==> config.mk <==
export PLATFORM = sky130hd
export DESIGN_NAME = clkdiv_top
export DESIGN_NICKNAME = d
export VERILOG_FILES = /design/src/rtl/clkdiv_pkg.sv /design/src/rtl/clkdiv_bank.sv /design/src/rtl/clkdiv_outstage.sv /design/src/rtl/clkdiv_top.sv
export SDC_FILE = /design/constraint.sdc
export NUM_CORES = 1
export LEC_CHECK = 0
export BUFFER_PORTS_ARGS = -buffer_cell sky130_fd_sc_hd__clkbuf_2
export CORE_UTILIZATION = 50
export DETAILED_ROUTE_END_ITERATION = 8
export GPL_TIMING_DRIVEN = 0
export PLACE_DENSITY = 0.73
export SLEW_MARGIN = 20
export SYNTH_ARGS = -nofsm -noshare
export SYNTH_HDL_FRONTEND = slang
export SYNTH_SLANG_ARGS = --single-unit
==> constraint.sdc <==
create_clock -name clk -period 1.77 [get_ports clk]
set_input_delay 0.354 -clock clk [delete_from_list [all_inputs] [get_ports clk]]
set_output_delay 0.354 -clock clk [all_outputs]
set_load 0.1 [all_outputs]
==> src/rtl/clkdiv_pkg.sv <==
package clkdiv_pkg;

    localparam int NUM_BANKS = 4;
    localparam int CNT_W     = 5;

    typedef enum logic [1:0] {
        BANK_A  = 2'd0,
        BANK_B  = 2'd1,
        BANK_C  = 2'd2,
        BANK_FB = 2'd3
    } bank_e;

    typedef logic [CNT_W-1:0] half_t;

    typedef struct packed {
        logic       range_hi;
        logic [1:0] code;
    } sel_t;

    // Half of the division ratio, i.e. ticks per output level.
    function automatic half_t half_ratio(bank_e kind, sel_t s);
        half_t h;
        case (kind)
            BANK_A: begin
                case (s.code)
                    2'd0:    h = half_t'(2);
                    2'd1:    h = half_t'(3);
                    2'd2:    h = half_t'(4);
                    default: h = half_t'(6);
                endcase
            end
            BANK_B: h = half_t'({3'b000, s.code}) + half_t'(2);
            BANK_C: h = half_t'({3'b000, s.code}) + half_t'(1);
            default: h = (half_t'({3'b000, s.code}) + half_t'(1)) << 1;
        endcase
        if (kind != BANK_FB && !s.range_hi) begin
            h = h << 1;
        end
        return h;
    endfunction

endpackage

==> src/rtl/clkdiv_bank.sv <==
module clkdiv_bank
    import clkdiv_pkg::*;
#(
    parameter bank_e KIND = BANK_A
) (
    input  logic clk,
    input  logic clr,
    input  logic tick,
    input  sel_t sel,
    output logic q
);

    half_t cnt;
    half_t half_q;
    half_t half_nxt;

    assign half_nxt = half_ratio(KIND, sel);

    always_ff @(posedge clk) begin
        if (clr) begin
            cnt    <= '0;
            q      <= 1'b0;
            half_q <= half_nxt;
        end else if (tick) begin
            if (cnt == half_q - half_t'(1)) begin
                cnt <= '0;
                q   <= ~q;
                if (!q) begin
                    half_q <= half_nxt;
                end
            end else begin
                cnt <= cnt + half_t'(1);
            end
        end
    end

    // output holds on clocks without a tick
    a_r7_idle_hold: assert property (@(posedge clk) disable iff (clr)
        !tick |=> $stable(q));

    // count stays inside the current half period
    a_r7_cnt_bound: assert property (@(posedge clk) disable iff (clr)
        cnt < half_q);

    // ratio register moves only on a rising output edge
    a_r10_latch_on_rise: assert property (@(posedge clk) disable iff (clr)
        (!$past(clr) && !$stable(half_q)) |-> $rose(q));

endmodule

==> src/rtl/clkdiv_outstage.sv <==
module clkdiv_outstage #(
    parameter int N         = 4,
    parameter bit INV_UPPER = 1'b0
) (
    input  logic         clk,
    input  logic         clr,
    input  logic         src_q,
    input  logic         inv,
    output logic [N-1:0] q,
    output logic [N-1:0] oe
);

    logic en_q;

    always_ff @(posedge clk) begin
        if (clr) begin
            en_q <= 1'b0;
        end else begin
            en_q <= 1'b1;
        end
    end

    generate
        for (genvar i = 0; i < N; i++) begin : g_line
            localparam bit FLIP = INV_UPPER && (i >= N / 2);
            assign q[i]  = src_q ^ (inv & FLIP);
            assign oe[i] = en_q;
        end
    endgenerate

endmodule

==> src/rtl/clkdiv_top.sv <==
module clkdiv_top
    import clkdiv_pkg::*;
#(
    parameter int NUM_OUT = 4
) (
    input  logic               clk,
    input  logic               rst,
    input  logic               hold_n,
    input  logic               vco_tick,
    input  logic               ref_tick,
    input  logic               pll_on,
    input  logic               range_hi,
    input  logic [1:0]         sel_a,
    input  logic [1:0]         sel_b,
    input  logic [1:0]         sel_c,
    input  logic [1:0]         sel_fb,
    input  logic               inv_c,
    output logic [NUM_OUT-1:0] qa,
    output logic [NUM_OUT-1:0] oe_a,
    output logic [NUM_OUT-1:0] qb,
    output logic [NUM_OUT-1:0] oe_b,
    output logic [NUM_OUT-1:0] qc,
    output logic [NUM_OUT-1:0] oe_c,
    output logic               qfb,
    output logic               oe_fb
);

    logic                 clr;
    logic                 tick;
    sel_t                 sel_v [NUM_BANKS];
    logic [NUM_BANKS-1:0] div_q;

    assign clr  = rst | ~hold_n;
    assign tick = pll_on ? vco_tick : ref_tick;

    assign sel_v[0] = '{range_hi: range_hi, code: sel_a};
    assign sel_v[1] = '{range_hi: range_hi, code: sel_b};
    assign sel_v[2] = '{range_hi: range_hi, code: sel_c};
    assign sel_v[3] = '{range_hi: range_hi, code: sel_fb};

    generate
        for (genvar g = 0; g < NUM_BANKS; g++) begin : g_bank
            clkdiv_bank #(.KIND(bank_e'(g))) u_bank (
                .clk  (clk),
                .clr  (clr),
                .tick (tick),
                .sel  (sel_v[g]),
                .q    (div_q[g])
            );
        end
    endgenerate

    clkdiv_outstage #(.N(NUM_OUT), .INV_UPPER(1'b0)) u_out_a (
        .clk(clk), .clr(clr), .src_q(div_q[0]), .inv(1'b0), .q(qa), .oe(oe_a)
    );

    clkdiv_outstage #(.N(NUM_OUT), .INV_UPPER(1'b0)) u_out_b (
        .clk(clk), .clr(clr), .src_q(div_q[1]), .inv(1'b0), .q(qb), .oe(oe_b)
    );

    clkdiv_outstage #(.N(NUM_OUT), .INV_UPPER(1'b1)) u_out_c (
        .clk(clk), .clr(clr), .src_q(div_q[2]), .inv(inv_c), .q(qc), .oe(oe_c)
    );

    clkdiv_outstage #(.N(1), .INV_UPPER(1'b0)) u_out_fb (
        .clk(clk), .clr(clr), .src_q(div_q[3]), .inv(1'b0), .q(qfb), .oe(oe_fb)
    );

    // a sampled hold disables and zeroes every line on the next clock
    a_r8_hold_disables: assert property (@(posedge clk) disable iff (rst)
        !hold_n |=> (oe_a == '0 && oe_b == '0 && oe_c == '0 && !oe_fb &&
                     qa == '0 && qb == '0 && qc[0] == 1'b0 && !qfb));

    // all banks start low together when hold is released
    a_r9_aligned_start: assert property (@(posedge clk) disable iff (rst)
        $rose(hold_n) |-> (!qa[0] && !qb[0] && !qc[0] && !qfb));

endmodule

==> flow_summary.yaml <==
run_status:
  status: "complete, but fails checks"
  violations: "negative setup slack"
timing:
  fin_ws_ns: -0.152
  grt_setup_unrepaired: "true"
  worstMarginPinSlew_ns: 0.647
  period_needed_ns: 1.92
  setup_viol: 22
  finalCritPeriodShare_pct: 109
  clock_skew_ns: 0.00383
  hold_viol: 0
  max_slew_margin_pct: 56.5
  fmax_ghz: 0.520
  tns_ns: -1.99
  slew_viol_final: 0
critical_path:
  crit_buf_inv: 1
  critical_path_peak_fanout: 4
  critPathMaxStageDelay_ns: 0.51
  worstPathCellList: "inv_2 -> ha_4 -> nor3b_4 -> xor2_2 -> or4_4 -> nand2_4"
  cp.arrival_ns: 1.93
  worstSetupStartpointType: "flop"
  required_ns: 1.78
  crit_type: "reg2reg"
  cp_top_family: "simple AND/OR/NAND/NOR gates"
  path_depth: 6
  reg2reg_depth: 6
  end_kind: "flop"
  cpMaxStageDelayCell: "or4_4"
logic_synthesis:
  yosysSeqAreaShare_pct: 42.6
  ys_types: 36
  avgSynthCellArea_um2: 10.1
  synth-edff-count: 15
  synth.area.top_cells: "dfxtp_1, edfxtp_1, xor2_1, buf_4, ha_1"
  syn_nets: 248
  synth_area_leader_cell: "dfxtp_1"
  syn_inst: 222
  synth_top_area_share_pct: 22.4
  synth_flop_cell: "dfxtp_1"
  yosys_warnings: 0
  synth_seq_cells: 40
  netlist_area_um2: 2230
  synthArstFlopShare_pct: 0
placement:
  dpl_cell_area_um2: 2530
  dp_hpwl_um: 2900
  io_buffers: 41
  place.gp.congestion: 0.775
  pre_cts_ws_ns: -0.252
floorplanning:
  die_w_um: 68.9
  io_pins: 42
  core_um2: 4140
  placementRows: 23
  initial_core_util_pct: 53.9
  die_area_um2: 4740
  dieHeight_um: 68.9
power:
  cell_internal_pwr_mw: 1.53
  peakVddDrop_mv: 0.576
  pwr-share-comb_pct: 24.8
  seqPwrFrac_pct: 46.7
  p_clk_share_pct: 28.6
  leakage_nw: 1.28
  power_mw: 2.25
  switching_power_uw: 718
  powerDensity_nw_per_um2: 784
  power_switching_share_pct: 31.9
finish:
  design_area_um2: 2870
  multi_input_area_um2: 1200
  final_common_cell: "buf_4"
  final_core_util_pct: 69.2
  syn_to_final_growth_pct: 28.3
  nets: 309
  nFillCells: 316
  diodes: 0
  layout_common_cells: "buf_4, clkbuf_2, dfxtp_1"
  seq_area_um2: 953
  drive_gt1_share_pct: 39.4
clock_tree:
  clockBufferDepth: 2
  clockRootBuffer: "clkbuf_8"
  clock-sinks: 40
  clk_pin_slew_ns: 0.08
  cts_inserted_buffers: 5
  cts_tree: "built"
  clock_latency_ns: 0.30
  htreeDepth: 2
  cts_hold_buf: 0
grt:
  grt_pass1_wl_um: 6800
  grt_max_degree: 14
  grt_overflow: 0
  use_met1_pct: 24.9
  grt.total_usage_pct: 20.3
  grt_pass1_vias: 1541
  gr-max-usage-layer: "met2"
  met2_usage_pct: 33.0
  antenna_found_initial: 0
  globalRouteMet3Util_pct: 5.10
detailed_routing:
  wl_um: 4440
  wire_per_inst_um: 13.3
  dr.pass1.iters: 4
  drtIter0Drc: 71
  drc: 0
  viasPerCell: 5.09
  vias: 1701
  antenna_left: 0
job:
  maxCapViolCount: 0
hold_path:
  hold_depth: 2
  hp-class: "in2reg"
-- Yosys cell counts, types with 5 or more instances --
library cell,count
a21oi_1,8
buf_4,23
dfxtp_1,25
edfxtp_1,15
ha_1,10
inv_1,13
mux2i_1,5
nand2_1,16
nand4_1,11
nor2_1,13
nor3_1,9
o31ai_1,5
xnor2_1,12
xor2_1,23
-- power groups by stage --
stage / sequential [mW] / combinational [mW] / clock, mW
after floorplan: 1.07 / 0.377 / 0
after global placement: 1.07 / 0.456 / 0
after detailed placement: 1.07 / 0.465 / 0
after CTS: 1.04 / 0.515 / 0.645
after global routing: 1.06 / 0.595 / 0.683
final: 1.05 / 0.557 / 0.643
-- registers in the layout (all words and copies together), names as in the netlist --
signal and flops:
g_bank.u_bank.cnt 20, g_bank.u_bank.q 4, u_out_fb.oe 1, g_bank.u_bank.half_q 15
-- cell type report --
cell class	instances	area share, %
multi-input cells	140	42.0
flip-flops and latches	40	33.2
repair buffers	54	10.8
plain buffers	28	6.76
clock buffers	8	3.14
well taps	50	2.18
inverters	14	1.83
-- final timing paths --
kind,to,startpoint,slack [ns]
hold reg to reg,g_bank[3].u_bank.q,g_bank[3].u_bank.q,0.52
setup / recovery,g_bank[0].u_bank.half_q[2],g_bank[0].u_bank.half_q[0],-0.15
setup reg to reg,g_bank[0].u_bank.half_q[2],g_bank[0].u_bank.half_q[0],-0.15
hold / removal,g_bank[3].u_bank.half_q[1],sel_fb[0],0.29
-- through the flow --
stage,instances,hold slack [ns]
2_1_floorplan,222,0.472
3_3_place_gp,313,0.480
3_5_place_dp,313,0.492
4_1_cts,332,0.285
5_1_grt,334,0.280
6_report,334,0.291
-- worst reg2reg max path, cell delays in order, from the launching register on --
cell and delay (ns):
edfxtp_1 0.44, inv_2 0.10, ha_4 0.14, nor3b_4 0.22, xor2_2 0.12, or4_4 0.51, nand2_4 0.11
-- per-layer routing --
layer  wire [um]  share of wire, %
met1        1970                44
met2        2210                50
met3         176               4.0
met4          78               1.8
met5           0                 0
-- kinds of logic (layout without fill, tap and decap cells) --
family          after synthesis  after routing  synth area share [%]
simple gates                 66             66                  15.6
xor+xnor                     38             38                  16.7
mux                           6              6                  2.74
flops                        40             40                  42.6
buf+inv                      42            104                  11.0
compound gates               19             19                  5.32
fa+ha+maj                    11             11                  6.05
-- repair_timing --
action                                  4_1_cts  5_1_grt
buffers inserted                             11        6
endpoints found under the setup margin       27       35
gates resized for setup                      16       19
pin swaps                                     5       12
(Power assumes the default switching activity.)
